## src/rtl/act_lim_pkg.sv

```systemverilog
package act_lim_pkg;
   // Number of remembered activates per rank (the rolling-window cap)
   localparam int HIST_DEPTH = 4;

   // Counter load for a limit of `lim` clocks: the next permitted cycle is
   // lim clocks after the grant, so the counter starts at lim-1.
   function automatic int unsigned limit_load(input int unsigned lim);
      return (lim == 0) ? 0 : lim - 1;
   endfunction
endpackage

```

## src/rtl/rank_gap_timer.sv

```systemverilog
module rank_gap_timer #(
   parameter int GAP_W = 3
) (
   input  logic             clk,
   input  logic             rst_n,
   input  logic             load,
   input  logic [GAP_W-1:0] cfg_gap,
   output logic             ready
);
   import act_lim_pkg::*;

   logic [GAP_W-1:0] remain_q;

   always_ff @(posedge clk or negedge rst_n) begin
      if (!rst_n) begin
         remain_q <= '0;
      end else if (load) begin
         remain_q <= GAP_W'(limit_load(int'(cfg_gap)));
      end else if (remain_q != '0) begin
         remain_q <= remain_q - 1'b1;
      end
   end

   assign ready = (remain_q == '0);
endmodule

```

## src/rtl/rank_faw_window.sv

```systemverilog
module rank_faw_window #(
   parameter int WIN_W = 6,
   parameter int DEPTH = act_lim_pkg::HIST_DEPTH
) (
   input  logic             clk,
   input  logic             rst_n,
   input  logic             load,
   input  logic [WIN_W-1:0] cfg_win,
   output logic             ready
);
   import act_lim_pkg::*;

   localparam int PTR_W = (DEPTH > 1) ? $clog2(DEPTH) : 1;

   logic [WIN_W-1:0] slot_q [DEPTH];
   logic [PTR_W-1:0] oldest_q;
   logic [DEPTH-1:0] slot_idle;

   // Each slot counts down the window its activate still occupies
   for (genvar s = 0; s < DEPTH; s++) begin : g_slot
      always_ff @(posedge clk or negedge rst_n) begin
         if (!rst_n) begin
            slot_q[s] <= '0;
         end else if (load && (oldest_q == PTR_W'(s))) begin
            slot_q[s] <= WIN_W'(limit_load(int'(cfg_win)));
         end else if (slot_q[s] != '0) begin
            slot_q[s] <= slot_q[s] - 1'b1;
         end
      end
      assign slot_idle[s] = (slot_q[s] == '0);
   end

   always_ff @(posedge clk or negedge rst_n) begin
      if (!rst_n) begin
         oldest_q <= '0;
      end else if (load) begin
         oldest_q <= (oldest_q == PTR_W'(DEPTH - 1)) ? '0 : oldest_q + 1'b1;
      end
   end

   // Room for another activate once the oldest slot has left the window
   assign ready = slot_idle[oldest_q];
endmodule

```

## src/rtl/act_rate_limiter.sv

```systemverilog
module act_rate_limiter #(
   parameter  int NUM_RANKS = 4,
   parameter  int GAP_W     = 3,
   parameter  int WIN_W     = 6,
   localparam int RANK_W    = (NUM_RANKS > 1) ? $clog2(NUM_RANKS) : 1
) (
   input  logic              clk,
   input  logic              rst_n,
   input  logic [GAP_W-1:0]  cfg_act_gap,
   input  logic [WIN_W-1:0]  cfg_act_window,
   input  logic              act_req,
   input  logic [RANK_W-1:0] act_req_rank,
   output logic              act_grant
);
   initial begin
      assert (NUM_RANKS >= 1) else $error("NUM_RANKS must be at least 1");
      assert (GAP_W >= 1 && GAP_W <= 16) else $error("GAP_W out of range");
      assert (WIN_W >= 1 && WIN_W <= 16) else $error("WIN_W out of range");
   end

   logic [NUM_RANKS-1:0] rank_sel;
   logic [NUM_RANKS-1:0] gap_ready;
   logic [NUM_RANKS-1:0] win_ready;
   logic [NUM_RANKS-1:0] rank_issue;

   for (genvar r = 0; r < NUM_RANKS; r++) begin : g_rank
      assign rank_sel[r]   = act_req && (act_req_rank == RANK_W'(r));
      assign rank_issue[r] = rank_sel[r] && gap_ready[r] && win_ready[r];

      rank_gap_timer #(.GAP_W(GAP_W)) gap_i (
         .clk     (clk),
         .rst_n   (rst_n),
         .load    (rank_issue[r]),
         .cfg_gap (cfg_act_gap),
         .ready   (gap_ready[r])
      );

      rank_faw_window #(.WIN_W(WIN_W)) win_i (
         .clk     (clk),
         .rst_n   (rst_n),
         .load    (rank_issue[r]),
         .cfg_win (cfg_act_window),
         .ready   (win_ready[r])
      );
   end

   assign act_grant = |rank_issue;
endmodule

```

## config.mk

```make
export PLATFORM = sky130hd
export DESIGN_NAME = act_rate_limiter
export DESIGN_NICKNAME = d
export VERILOG_FILES = /design/src/rtl/act_lim_pkg.sv /design/src/rtl/rank_gap_timer.sv /design/src/rtl/rank_faw_window.sv /design/src/rtl/act_rate_limiter.sv
export SDC_FILE = /design/constraint.sdc
export NUM_CORES = 1
export LEC_CHECK = 0
export ABC_AREA = 0
export ABC_CLOCK_PERIOD_IN_PS = 3800
export BUFFER_PORTS_ARGS = -buffer_cell sky130_fd_sc_hd__buf_2
export CAP_MARGIN = 20
export CORE_MARGIN = 2
export CORE_UTILIZATION = 35
export CTS_BUF_LIST = sky130_fd_sc_hd__clkbuf_2
export CTS_CLUSTER_DIAMETER = 80
export DETAILED_ROUTE_END_ITERATION = 10
export PLACE_DENSITY = 0.53
export SYNTH_ARGS = -nofsm -noshare
export SYNTH_HDL_FRONTEND = slang
export SYNTH_SLANG_ARGS = --single-unit
```

## constraint.sdc

```tcl
create_clock -name clk -period 3.8 [get_ports clk]
set_input_delay 0.38 -clock clk [delete_from_list [all_inputs] [get_ports clk]]
set_output_delay 0.38 -clock clk [all_outputs]
set_load 0.1 [all_outputs]
```

Yosys cells after proc, flatten, opt, wreduce, memory -nomap -nowiden
Cells that the tools add are included.
{ "totals": {"ff_bits": 116, "in_bits": 14} }
{ "op_classes": {"add_sub_neg": 26, "n_lt_le_gt_ge": 4, "eq_ne": 15, "mux": 54, "reduce_logical": 96} }
{ "op_table": {"columns": ["operator", "n"], "rows": [
  ["$mux 6", 33],
  ["$logic_not 6->1", 17],
  ["$sub 6x1->6 const B", 17],
  ["$reduce_bool 6->1", 16],
  ["$reduce_bool 2->1", 20],
  ["$logic_and 1x1->1", 28],
  ["$mux 3", 9],
  ["$eq 2x2->1 const B", 10],
  ["$logic_not 3->1", 5],
  ["$sub 3x1->3 const B", 5],
  ["$lt 2x3->1 const B", 4],
  ["$reduce_bool 3->1", 4],
  ["$eq 2x1->1 const B", 5],
  ["$logic_not 2->1", 5],
  ["$add 2x1->2 const B", 4],
  ["$bmux 1 s2", 4],
  ["$mux 2", 4],
  ["$mux 1", 4],
  ["$reduce_or 4->1", 1]
]} }

Longest topological paths before layout
Gate-level depths: netlist of run 1.
{ "depth": {"depth_word": 6, "depth_mapped": 9, "mapped_depth_nobuf": 7} }

Cells and area by module
From an unflattened synthesis of run 1, not the netlist that was laid out.
{ "hier_totals": {"hier_cells": 838, "hier_area_um2": 7639.8} }
{ "modules_own_cells": {"columns": ["module", "instances", "cells_each", "area_per_inst_um2", "seq_area_each_um2"], "rows": [
  ["rank_faw_window at g_rank[1].win_i ...", 2, 182, 1626.6, 650.6],
  ["rank_faw_window at g_rank[2].win_i", 1, 178, 1675.4, 650.6],
  ["rank_faw_window at g_rank[0].win_i", 1, 181, 1672.9, 650.6],
  ["rank_gap_timer", 4, 26, 240.2, 75.1],
  ["act_rate_limiter", 1, 11, 77.6, 0.0]
]} }

Least setup slack after synthesis of run 1
No wires, ideal clock.
{ "synth_timing": {"kind": "register to output", "start": "register g_rank[3].win_i.slot_q[12] (netlist bit)", "end": "output port act_grant", "arrival_ns": 2.521, "t_required_ns": 3.420, "slack_ns": 0.899, "path_stages_with_launch": 9, "path_buffers": 1, "path_cell_list": "dfrtp_1 > inv_1 > ha_1 > or3b_1 > or3_1 > clkbuf_2 > mux2_4 > o22a_4 > or4b_2"} }
{ "synth_via": {"elab_chain_len": 5} }
{ "synth_rtl": {"columns": ["item", "line_no", "source"], "rows": [
  ["start, declared", "rank_faw_window.sv:15", "logic [WIN_W-1:0] slot_q [DEPTH];"],
  ["start signal, assigned by index", "rank_faw_window.sv:25", "slot_q[s] <= WIN_W'(limit_load(int'(cfg_win)));"],
  ["start signal, assigned by index", "rank_faw_window.sv:27", "slot_q[s] <= slot_q[s] - 1'b1;"],
  ["$logic_not 6->1", "rank_faw_window.sv:30", "assign slot_idle[s] = (slot_q[s] == '0);"],
  ["$bmux 1 s2", "rank_faw_window.sv:42", "assign ready = slot_idle[oldest_q];"],
  ["$mux 1 (implied by the code)", "rank_faw_window.sv:42", null],
  ["$logic_and 1x1->1", "act_rate_limiter.sv:28", "assign rank_issue[r] = rank_sel[r] && gap_ready[r] && win_ready[r];"],
  ["$reduce_or 4->1", "act_rate_limiter.sv:47", "assign act_grant = |rank_issue;"],
  ["end, declared", "act_rate_limiter.sv:13", "output logic act_grant"]
]} }
Every way passes these cells. The select of a mux whose other input is x is not followed.

Worst setup path after layout of run 1
Same ends and word-level chain as after synthesis.

==> out/qor.yml, run 1 <==
max_slew_margin_pct: 35.2
hpwl_um: 9830
finalClockSkew_ns: 0.0349
fin_total_pwr_uw: 2320
globalRouteOverflowTotal: 0
final_nets: 843
start_util_pct: 35.6
grtUsageTotal_pct: 15.0
antenna_found_initial: 1
route.detailed.drc: 0
setup_viol: 0
tightest_slew_ns: 0.970
cts-buffers-inserted: 17
vias: 5198
whs_ns: 0.0793
synth_top_family_by_area: "multiplexers"
synth_top_area_share_pct: 38.9
min_path_cells: 3
rows: 53
ir_worst_vdd_mv: 0.148
status: "finished, final reports clean"
rsz0062_at_grt: "false"
synth_top_cell_by_area: "dfrtp_1"
synth-edff-count: 0
dr.pass1.iters: 4
ys_ff_latch: 116
cp.arrival_ns: 3.19
period_share_pct: 93.8
core_um2: 21000
p_leak_uw: 0.00383
min_period_ns: 3.57
fin_setup_tns_ns: 0
vias_per_cell: 4.85
crit_path_max_fanout: 6
rrSetupSlack_ns: 1.24
cts.sinks: 116
r2r_end: "g_rank[0].win_i.slot_q[21]"
synthFlopType: "dfrtp_1"
avgSynthCellArea_um2: 9.80
synth_compound_area_share_pct: 6.46
first_iter_violations: 291
avgRoutedWirePerCell_um: 14.1
drv_cap: 0
io_pins: 15
root_buffer: "clkbuf_2"
synth_area_leaders: "dfrtp_1, mux2i_1, ha_1"
die_h_um: 150
critPathLaunch: "g_rank[3].win_i.slot_q[12]"
nFillCells: 2089
die_w_um: 150
cp-end-kind: "primary output"
critPathLaunchType: "flip-flop"
max_freq_ghz: 0.280
gp_congestion: 0.736
clkTransAtPathRegs_ns: 0.20
syn_inst: 761
grt_pass1_wl_um: 26400
grt_max_degree: 60
die_area_um2: 22500
synth-async-reset-ratio_pct: 100
ys_types: 46
path_class: "reg -> out"
yosysWarnings: 0
endpoint: "act_grant"
reg2reg_from: "g_rank[0].win_i.slot_q[12]"
io_buffers: 14
syn2layout_area_growth_pct: 9.83
cts_max_level: 4
grt_pass1_vias: 5348
drv_slew: 0
yosys.area_share.adder_pct: 8.05
critPathRequiredTime_ns: 3.42
synth_simple_gate_area_share_pct: 16.7
reg2reg_depth: 7
cts_tree: "yes"
syn-num-nets: 823
ant_nets: 0
synth_area_um2: 7460
max-clock-path-buffers: 2
power.density_nw_per_um2: 283
drt_wl_total_um: 15100
drive_gt1_share_pct: 10.8
clkLatencyLatePin_ns: 0.71
hold_class: "in -> reg"
synth-xor-area-share_pct: 7.04
ys_seq_area_share_pct: 38.9
muxShareOfSynthArea_pct: 18.3
final-hold-violation-count: 0
[synth_stat cells (8+ instances only)]
master,instances
mux2i_1,113
inv_1,58
xnor2_1,28
a21oi_1,24
ha_1,48
clkbuf_1,12
nor3_1,30
o21ai_0,21
nand3_1,29
o22a_1,8
mux2_2,12
dfrtp_1,116
nand2_1,84
or3_1,8
xor2_1,32
nor2b_1,13
nand2b_1,13
nor2_1,42
[per-layer routing]
layer | up-vias | share of wire [%] | GRT usage [%]
li1 | 2657 | - | -
met1 | 2496 | 50 | 19.7
met2 | 30 | 47 | 24.5
met3 | 15 | 1.9 | 3.41
met4 | 0 | 1.2 | 4.95
met5 | - | 0 | 0
[how the worst min path moves through the flow]
stage	from	end	slack [ns]
4_1_cts	cfg_act_gap[2]	g_rank[0].gap_i.remain_q[1]	0.03
6_report	cfg_act_gap[2]	g_rank[0].gap_i.remain_q[1]	0.08
2_1_floorplan	rst_n	g_rank[0].gap_i.remain_q[0]	0.08
3_5_place_dp	rst_n	g_rank[1].win_i.slot_q[18]	0.52
3_3_place_gp	g_rank[0].gap_i.remain_q[2]	g_rank[0].gap_i.remain_q[2]	0.51
5_1_grt	cfg_act_gap[2]	g_rank[0].gap_i.remain_q[1]	0.02
[cell type report]
| class | instances | area [um2] | share of cell area (%) |
|---|---|---|---|
| diodes | 2 | 5.00 | 0.0611 |
| clock buffers | 17 | 85.1 | 1.04 |
| clock inverters | 15 | 193 | 2.35 |
| inverters | 58 | 218 | 2.66 |
| multi-input cells | 564 | 4270 | 52.1 |
| flip-flops and latches | 116 | 2900 | 35.4 |
| well taps | 275 | 344 | 4.20 |
| repair buffers | 24 | 176 | 2.15 |
[cells by family (layout without fill, tap and decap cells)]
group / count (synthesis) / in the layout
AO/OA/AOI/OAI: 70 / 70
XOR/XNOR: 60 / 60
adder cells (fa/ha/maj): 48 / 48
buffers and inverters: 81 / 114
flip-flops: 116 / 116
multiplexers: 132 / 132
other: 0 / 2
AND/OR/NAND/NOR: 254 / 254
[critical path, stage by stage, from the launching register on]
cell and delay, ns:
dfrtp_1 0.43, inv_1 0.06, ha_1 0.16, or3b_1 0.41
or3_4 0.39, mux2_4 0.31, o22a_4 0.26, or4b_2 0.24
buf_6 0.22
[stage by stage]
step / cells / area, um2 / worst slack (ns) / util [%]
2_1_floorplan: 761 / 7460 / 0.899 / -
3_3_place_gp: 1033 / 7820 / 0.667 / 37.3
3_5_place_dp: 1033 / 7820 / 0.630 / 37.3
4_1_cts: 1066 / 8120 / 0.0432 / 38.7
5_1_grt: 1071 / 8190 / 0.00638 / 39.1
6_report: 1071 / 8190 / 0.235 / 39.1
[repair_timing]
action                                  CTS  global route
gates cloned                              0             0
setup buffers                             0             2
pin swaps                                 0             1
hold buffers                              1             0
hold endpoints to repair                 58             0
resized for setup                         2             9
endpoints found under the setup margin    1             1
[state kept, by name (all words and copies together), names as in the netlist]
register / cells
g_rank.win_i.slot_q: 96
g_rank.gap_i.remain_q: 12
g_rank.win_i.oldest_q: 8
[report_power, final]
part / internal, uW / total [uW] / switching, uW / leakage (uW)
combinational: 26.1 / 116 / 89.7 / 0.00228
sequential: 1240 / 1240 / 0 / 0.00139
clock: 481 / 967 / 485 / 0.000166
[cell usage in the layout, fill, tap and decap left out, types with 3 or more instances in the layout]
cell type	count
or3_1	6
a32o_1	4
dfrtp_1	116
ha_1	48
nor3_1	29
clkbuf_2	17
nor2b_1	13
or3b_1	3
o22ai_2	5
xor2_1	32
mux2_2	12
bufinv_16	5
nand2_1	83
clkinv_1	6
mux2_4	5
mux2i_1	112
buf_4	8
o22a_1	8
nand2b_1	13
nor4_1	7
nor2_1	42
o21ai_0	20
buf_2	12
and3_1	7
clkinv_2	4
or4_1	3
xnor2_1	28
a21oi_1	23
nor3b_1	6
inv_1	58
nand3_1	29
Note: power is estimated with default switching activity, not from simulation.
==> run 2: changes to the inputs <==
- CELL_PAD_IN_SITES_DETAIL_PLACEMENT: default -> 1
- CELL_PAD_IN_SITES_GLOBAL_PLACEMENT: default -> 2
- CORE_UTILIZATION: 35 -> 46
- HOLD_SLACK_MARGIN: default -> 0.08
- PLACE_DENSITY: 0.53 -> 0.91
==> out/qor.yml, run 2 (synthesized netlist as in run 1, its figures left out) <==
avgRoutedWirePerCell_um: 17.2  # was 14.1 um
postCtsSetupBuffers: 0  # unchanged
clkTransAtPathRegs_ns: 0.20  # about the same
globalRouteOverflowTotal: 0  # unchanged
die_h_um: 131  # was 150 um
io_buffers: 14  # unchanged
stdcell_count: 1010  # was 1,071
cts_tree: "yes"  # unchanged
final_nets: 842  # was 843
route.detailed.drc: 0  # unchanged
fin_total_pwr_uw: 2130  # was 2320 uW
grt_pass1_vias: 6060  # was 5,348
whs_ns: 0.178  # was 0.0793 ns
tightest_slew_ns: 0.984  # was 0.970 ns
hpwl_um: 12100  # was 9830 um
max-clock-path-buffers: 2  # unchanged
final-hold-violation-count: 0  # unchanged
largestRegisters: "g_rank.win_i.slot_q (96), g_rank.gap_i.remain_q (12), g_rank.win_i.oldest_q (8)"  # unchanged
gp_congestion: 0.819  # was 0.736
largest_reg_flops: 96  # unchanged
place_area_um2: 7740  # was 7820 um2
crit_slowest_cell: "nor3_1"  # was dfrtp_1
dr.pass1.iters: 4  # unchanged
cts-buffers-inserted: 17  # unchanged
start_util_pct: 47.0  # was 35.6%
slowest_delay_ns: 0.51  # was 0.43 ns
status: "finished, final reports clean"  # unchanged
cts_max_level: 4  # unchanged
power.density_nw_per_um2: 265  # was 283 nW/um2
drive_gt1_share_pct: 10.2  # was 10.8%
regMostFlops: "g_rank.win_i.slot_q"  # unchanged
period_share_pct: 95.1  # was 93.8%
critPathRequiredTime_ns: 3.42  # about the same
crit_path_max_fanout: 6  # unchanged
min_period_ns: 3.61  # was 3.57 ns
min_path_cells: 4  # was 3
root_buffer: "clkbuf_2"  # unchanged
cp.arrival_ns: 3.23  # was 3.19 ns
cts.sinks: 116  # unchanged
clkLatencyLatePin_ns: 0.72  # was 0.71 ns
final_common_cell: "dfrtp_1"  # unchanged
drt_wl_total_um: 17400  # was 15,100 um
setup_viol: 0  # unchanged
path_cells: "inv_1, ha_1, or3b_1, nor3_1, mux2i_4, o22ai_2, or4b_2, buf_6"  # was inv_1, ha_1, or3b_1, or3_4, mux2_4, o22a_4, or4b_2, buf_6
cp-end-kind: "primary output"  # unchanged
drv_slew: 0  # unchanged
first_iter_violations: 211  # was 291
cp.depth: 8  # unchanged
grt_max_degree: 72  # was 60
syn2layout_area_growth_pct: 7.61  # was 9.83%
hold_class: "in -> reg"  # unchanged
ant_nets: 0  # unchanged
finalClockSkew_ns: 0.0483  # was 0.0349 ns
path_class: "reg -> out"  # unchanged
fin_area_um2: 8030  # was 8190 um2
max_freq_ghz: 0.277  # was 0.280 GHz
die_w_um: 131  # was 150 um
reg2reg_depth: 7  # unchanged
vias_per_cell: 5.47  # was 4.85
ir_worst_vdd_mv: 0.211  # was 0.148 mV
path_buf_inv: 2  # unchanged
p_leak_uw: 0.00377  # was 0.00383 uW
dpl.cell_count: 974  # was 1,033
core_um2: 15900  # was 21,000 um2
critPathTopFamily: "simple AND/OR/NAND/NOR gates"  # unchanged
final_cell_mix: "dfrtp_1, mux2i_1, nand2_1, inv_1, ha_1"  # unchanged
antenna_found_initial: 1  # unchanged
drv_cap: 0  # unchanged
max_slew_margin_pct: 34.4  # was 35.2%
critPathLaunchType: "flip-flop"  # unchanged
die_area_um2: 17300  # was 22,500 um2
rows: 46  # was 53
vias: 5528  # was 5,198
io_pins: 15  # unchanged
grt_pass1_wl_um: 29800  # was 26,400 um
grtUsageTotal_pct: 21.5  # was 15.0%
-- run 2: cell count changes in the layout (fill, tap and decap cells not counted), moves of 2 or more --
cell,before,now
buf_4,8,6
clkinvlp_4,0,3
bufinv_16,5,2
dlygate4sd3_1,1,3
clkinv_2,4,2
-- run 2: routing by layer --
layer / vias up / routed length, um / part of all wire [%] / GRT usage, %
li1: 2653 / - / - / -
met1: 2797 / 7450 / 43 / 25.7
met2: 61 / 9280 / 53 / 39.0
met3: 17 / 426 / 2.5 / 3.86
met4: 0 / 224 / 1.3 / 7.25
met5: - / 0 / 0 / 0
-- run 2: layout make-up --
cell class / instances / area (um2)
antenna: 1 / 2.50
inverter: 58 / 218
fill: 1839 / 7860
clock inverter: 14 / 119
sequential: 116 / 2900
tap: 216 / 270
clock buffer: 18 / 90.1
timing repair buffer: 23 / 166
multi-input combinational: 564 / 4260
-- run 2: tightest hold or removal path: cells and delay by family --
kind                   cells  cell delay [ns]
multiplexers               1             0.15
buffers and inverters      1             0.10
AO/OA/AOI/OAI              1             0.10
AND/OR/NAND/NOR            1             0.13
-- run 2: power breakdown --
| group | switching (uW) | internal (uW) | leakage [uW] |
|---|---|---|---|
| registers | 0 | 1240 | 0.00139 |
| logic | 88.4 | 24.5 | 0.00226 |
| clock network | 493 | 285 | 0.000122 |
-- run 2: what timing repair did --
item                                    4_1_cts  5_1_grt
endpoints found under the setup margin        1        1
gates resized for setup                       2        8
pin swaps                                     0        0
hold buffers                                  3        0
hold endpoints to repair                     75        0
-- run 2: through the flow --
stage | utilization (%) | TNS (ns) | setup slack (ns)
after floorplan | - | 0 | 0.899
after global placement | 48.7 | 0 | 0.672
after detailed placement | 48.7 | 0 | 0.624
after CTS | 50.3 | 0 | 0.0154
after global routing | 50.5 | -0.0252 | -0.0252
final | 50.5 | 0 | 0.188
-- run 2: final timing paths --
| path | start | to | slack [ns] |
|---|---|---|---|
| worst max-delay path | g_rank[0].win_i.slot_q[0] | act_grant | 0.19 |
| worst min-delay path | cfg_act_gap[1] | g_rank[1].gap_i.remain_q[1] | 0.18 |
| worst max register to register | g_rank[0].win_i.slot_q[0] | g_rank[0].win_i.slot_q[19] | 1.08 |
| worst min register to register | g_rank[3].gap_i.remain_q[2] | g_rank[3].gap_i.remain_q[2] | 0.56 |
| max in group asynchronous | rst_n | g_rank[0].win_i.slot_q[21] | 2.63 |
| min in group asynchronous | rst_n | g_rank[3].win_i.slot_q[2] | 0.35 |
==> run 3: changes to the inputs <==
- ABC_AREA: 0 -> 1
- CORE_UTILIZATION: 46 -> 42
==> out/qor.yml, run 3 <==
status: "finished, final reports clean"  # unchanged
ant_nets: 0  # unchanged
p_sw_share_pct: 44.9  # was 27.3%
min_from: "cfg_act_window[2]"  # was cfg_act_gap[1]
grt_pass1_vias: 6785  # was 6,060
pwr-share-clk_pct: 11.3  # was 36.6%
yosys.area_share.adder_pct: 7.81  # was 8.05%
ys_seq_area_share_pct: 37.7  # was 38.9%
grt_max_degree: 57  # was 72
vias: 6397  # was 5,528
start_util_pct: 42.8  # was 47.0%
drt_wl_total_um: 19300  # was 17,400 um
avgSynthCellArea_um2: 7.47  # was 9.80 um2
crit_path_max_fanout: 10  # was 6
yosys.cell_count.top_type: "nand2_1"  # was dfrtp_1
critPathLaunchType: "flip-flop"  # unchanged
regMostFlops: "g_rank.win_i.slot_q"  # unchanged
first_iter_violations: 231  # was 211
ir_worst_vdd_mv: 0.346  # was 0.211 mV
die_area_um2: 19400  # was 17,300 um2
syn2layout_area_growth_pct: 7.40  # was 7.61%
core_um2: 18000  # was 15,900 um2
path_class: "reg -> out"  # unchanged
cts-buffers-inserted: 17  # unchanged
cp-end-kind: "primary output"  # unchanged
gp_congestion: 0.773  # was 0.819
internal_power_uw: 3390  # was 1550 uW
period_share_pct: 87.4  # was 95.1%
dr.pass1.iters: 5  # was 4
root_buffer: "clkbuf_2"  # unchanged
fin_setup_tns_ns: 0  # unchanged
yosysWarnings: 0  # unchanged
io_pins: 15  # unchanged
syn_inst: 1029  # was 761
grtUsageTotal_pct: 21.6  # was 21.5%
rsz0062_at_grt: "false"
avgRoutedWirePerCell_um: 14.8  # was 17.2 um
die_w_um: 139  # was 131 um
ys_types: 31  # was 46
die_h_um: 139  # was 131 um
clkTransAtPathRegs_ns: 0.18  # was 0.20 ns
power.density_nw_per_um2: 745  # was 265 nW/um2
io_buffers: 14  # unchanged
max_freq_ghz: 0.301  # was 0.277 GHz
tightest_slew_ns: 0.994  # was 0.984 ns
synth_top_cell_by_area: "dfrtp_1"  # unchanged
power_frac_comb_pct: 51.6  # was 5.3%
cts.sinks: 116  # unchanged
finalClockSkew_ns: 0.0340  # was 0.0483 ns
grt_pass1_wl_um: 33700  # was 29,800 um
cp.arrival_ns: 2.94  # was 3.23 ns
drv_slew: 0  # unchanged
synthFlopType: "dfrtp_1"  # unchanged
final_cell_mix: "nand2_1, inv_1, dfrtp_1, nand3_1, xor2_1"  # was dfrtp_1, mux2i_1, nand2_1, inv_1, ha_1
max_slew_margin_pct: 33.5  # was 34.4%
ys_ff_latch: 116  # unchanged
drv_cap: 0  # unchanged
synth_top_family_by_area: "simple AND/OR/NAND/NOR gates"  # was multiplexers
power.share.sequential_pct: 37.1  # was 58.1%
final_common_cell: "nand2_1"  # was dfrtp_1
clkLatencyLatePin_ns: 0.70  # was 0.72 ns
largest_reg_flops: 96  # unchanged
antenna_found_initial: 1  # unchanged
muxShareOfSynthArea_pct: 0  # was 18.3%
p_leak_uw: 0.00453  # was 0.00377 uW
rows: 49  # was 46
synth_area_leaders: "dfrtp_1, nand2_1, ha_1"  # was dfrtp_1, mux2i_1, ha_1
cts_tree: "yes"  # unchanged
vias_per_cell: 4.91  # was 5.47
synth_top_area_share_pct: 37.7  # was 38.9%
synth_simple_gate_area_share_pct: 33.3  # was 16.7%
p_sw_uw: 2760  # was 581 uW
syn-num-nets: 1091  # was 823
synth-xor-area-share_pct: 9.68  # was 7.04%
final-hold-violation-count: 0  # unchanged
synth_area_um2: 7690  # was 7460 um2
cts_resized: 0  # was 2
synth-async-reset-ratio_pct: 100  # unchanged
route.detailed.drc: 0  # unchanged
reg2reg_from: "g_rank[1].win_i.slot_q[0]"  # was g_rank[0].win_i.slot_q[0]
largestRegisters: "g_rank.win_i.slot_q (96), g_rank.gap_i.remain_q (12), g_rank.win_i.oldest_q (8)"  # unchanged
cts_max_level: 4  # unchanged
hpwl_um: 13700  # was 12,100 um
globalRouteOverflowTotal: 0  # unchanged
synth-edff-count: 0  # unchanged
critPathLaunch: "g_rank[1].win_i.slot_q[0]"  # was g_rank[0].win_i.slot_q[0]
hold_class: "in -> reg"  # unchanged
synthTopCellsByCount: "nand2_1, inv_1, dfrtp_1"  # was dfrtp_1, mux2i_1, nand2_1
fin_total_pwr_uw: 6160  # was 2130 uW
max-clock-path-buffers: 2  # unchanged
final_nets: 1124  # was 842
min_period_ns: 3.32  # was 3.61 ns
setup_viol: 0  # unchanged
synth_compound_area_share_pct: 3.38  # was 6.46%
critPathRequiredTime_ns: 3.42  # about the same
drive_gt1_share_pct: 7.74  # was 10.2%
## run 3: layout make-up
type / count / area, um2
Sequential cell: 116 / 2900
Clock buffer: 21 / 105
Clock inverter: 9 / 65.1
Antenna cell: 1 / 2.50
Timing Repair Buffer: 19 / 128
Inverter: 160 / 601
Multi-Input combinational cell: 748 / 4170
Tap cell: 229 / 287
Fill cell: 2332 / 9700
## run 3: path summary, 6_finish.rpt
check | to | slack, ns | cells after the start
setup / recovery | act_grant | 0.48 | 8
hold / removal | g_rank[2].win_i.slot_q[14] | 0.15 | 5
setup reg to reg | g_rank[1].win_i.slot_q[0] | 1.58 | 10
hold reg to reg | g_rank[0].win_i.slot_q[13] | 0.57 | 2
max in group asynchronous | g_rank[3].win_i.slot_q[9] | 2.73 | 3
min in group asynchronous | g_rank[0].win_i.slot_q[6] | 0.25 | 2
## run 3: cell families after synthesis
family,Yosys count
xor+xnor,85
simple gates,565
compound gates,50
flops,116
buf+inv,165
fa+ha+maj,48
## run 3: power groups by stage
stage,Combinational (uW),Sequential (uW),Clock (uW)
floorplan,2620,2200,0
global placement,3080,2290,0
detailed placement,3200,2310,0
CTS,3220,2290,727
global route,3800,2360,788
finish,3180,2280,697
## run 3: critical path, cell delays in order (launching register included)
cell and delay, ns:
dfrtp_1 0.39, inv_1 0.11, ha_1 0.20, nor3b_1 0.37, nand3_1 0.15, nand3_1 0.21, nand3_4 0.22, nand4_1 0.15
buf_2 0.46
## run 3: what timing repair did
item,4_1_cts,5_1_grt
setup buffers,0,0
hold endpoints to repair,58,0
hold buffers,2,0
## run 3: per-stage QoR
stage	util (%)	hold WS [ns]	worst slack (ns)	cells	area (um2)
floorplan	-	0.0844	1.26	1029	7690
finish	46.0	0.148	0.478	1303	8260
detailed placement	44.9	0.507	1.06	1270	8070
CTS	46.0	0.0968	0.383	1302	8260
global route	46.0	0.0972	0.153	1303	8260
global placement	44.9	0.505	1.20	1270	8070
## run 3: routing by layer
layer / part of all wire, % / GRT usage [%] / vias up / wire [um]
met1: 47 / 27.7 / 3087 / 9000
met2: 51 / 37.8 / 40 / 9740
met3: 2.1 / 4.13 / 11 / 406
met4: 0.65 / 5.05 / 0 / 125
li1: - / - / 3259 / -
met5: 0 / 0 / - / 0
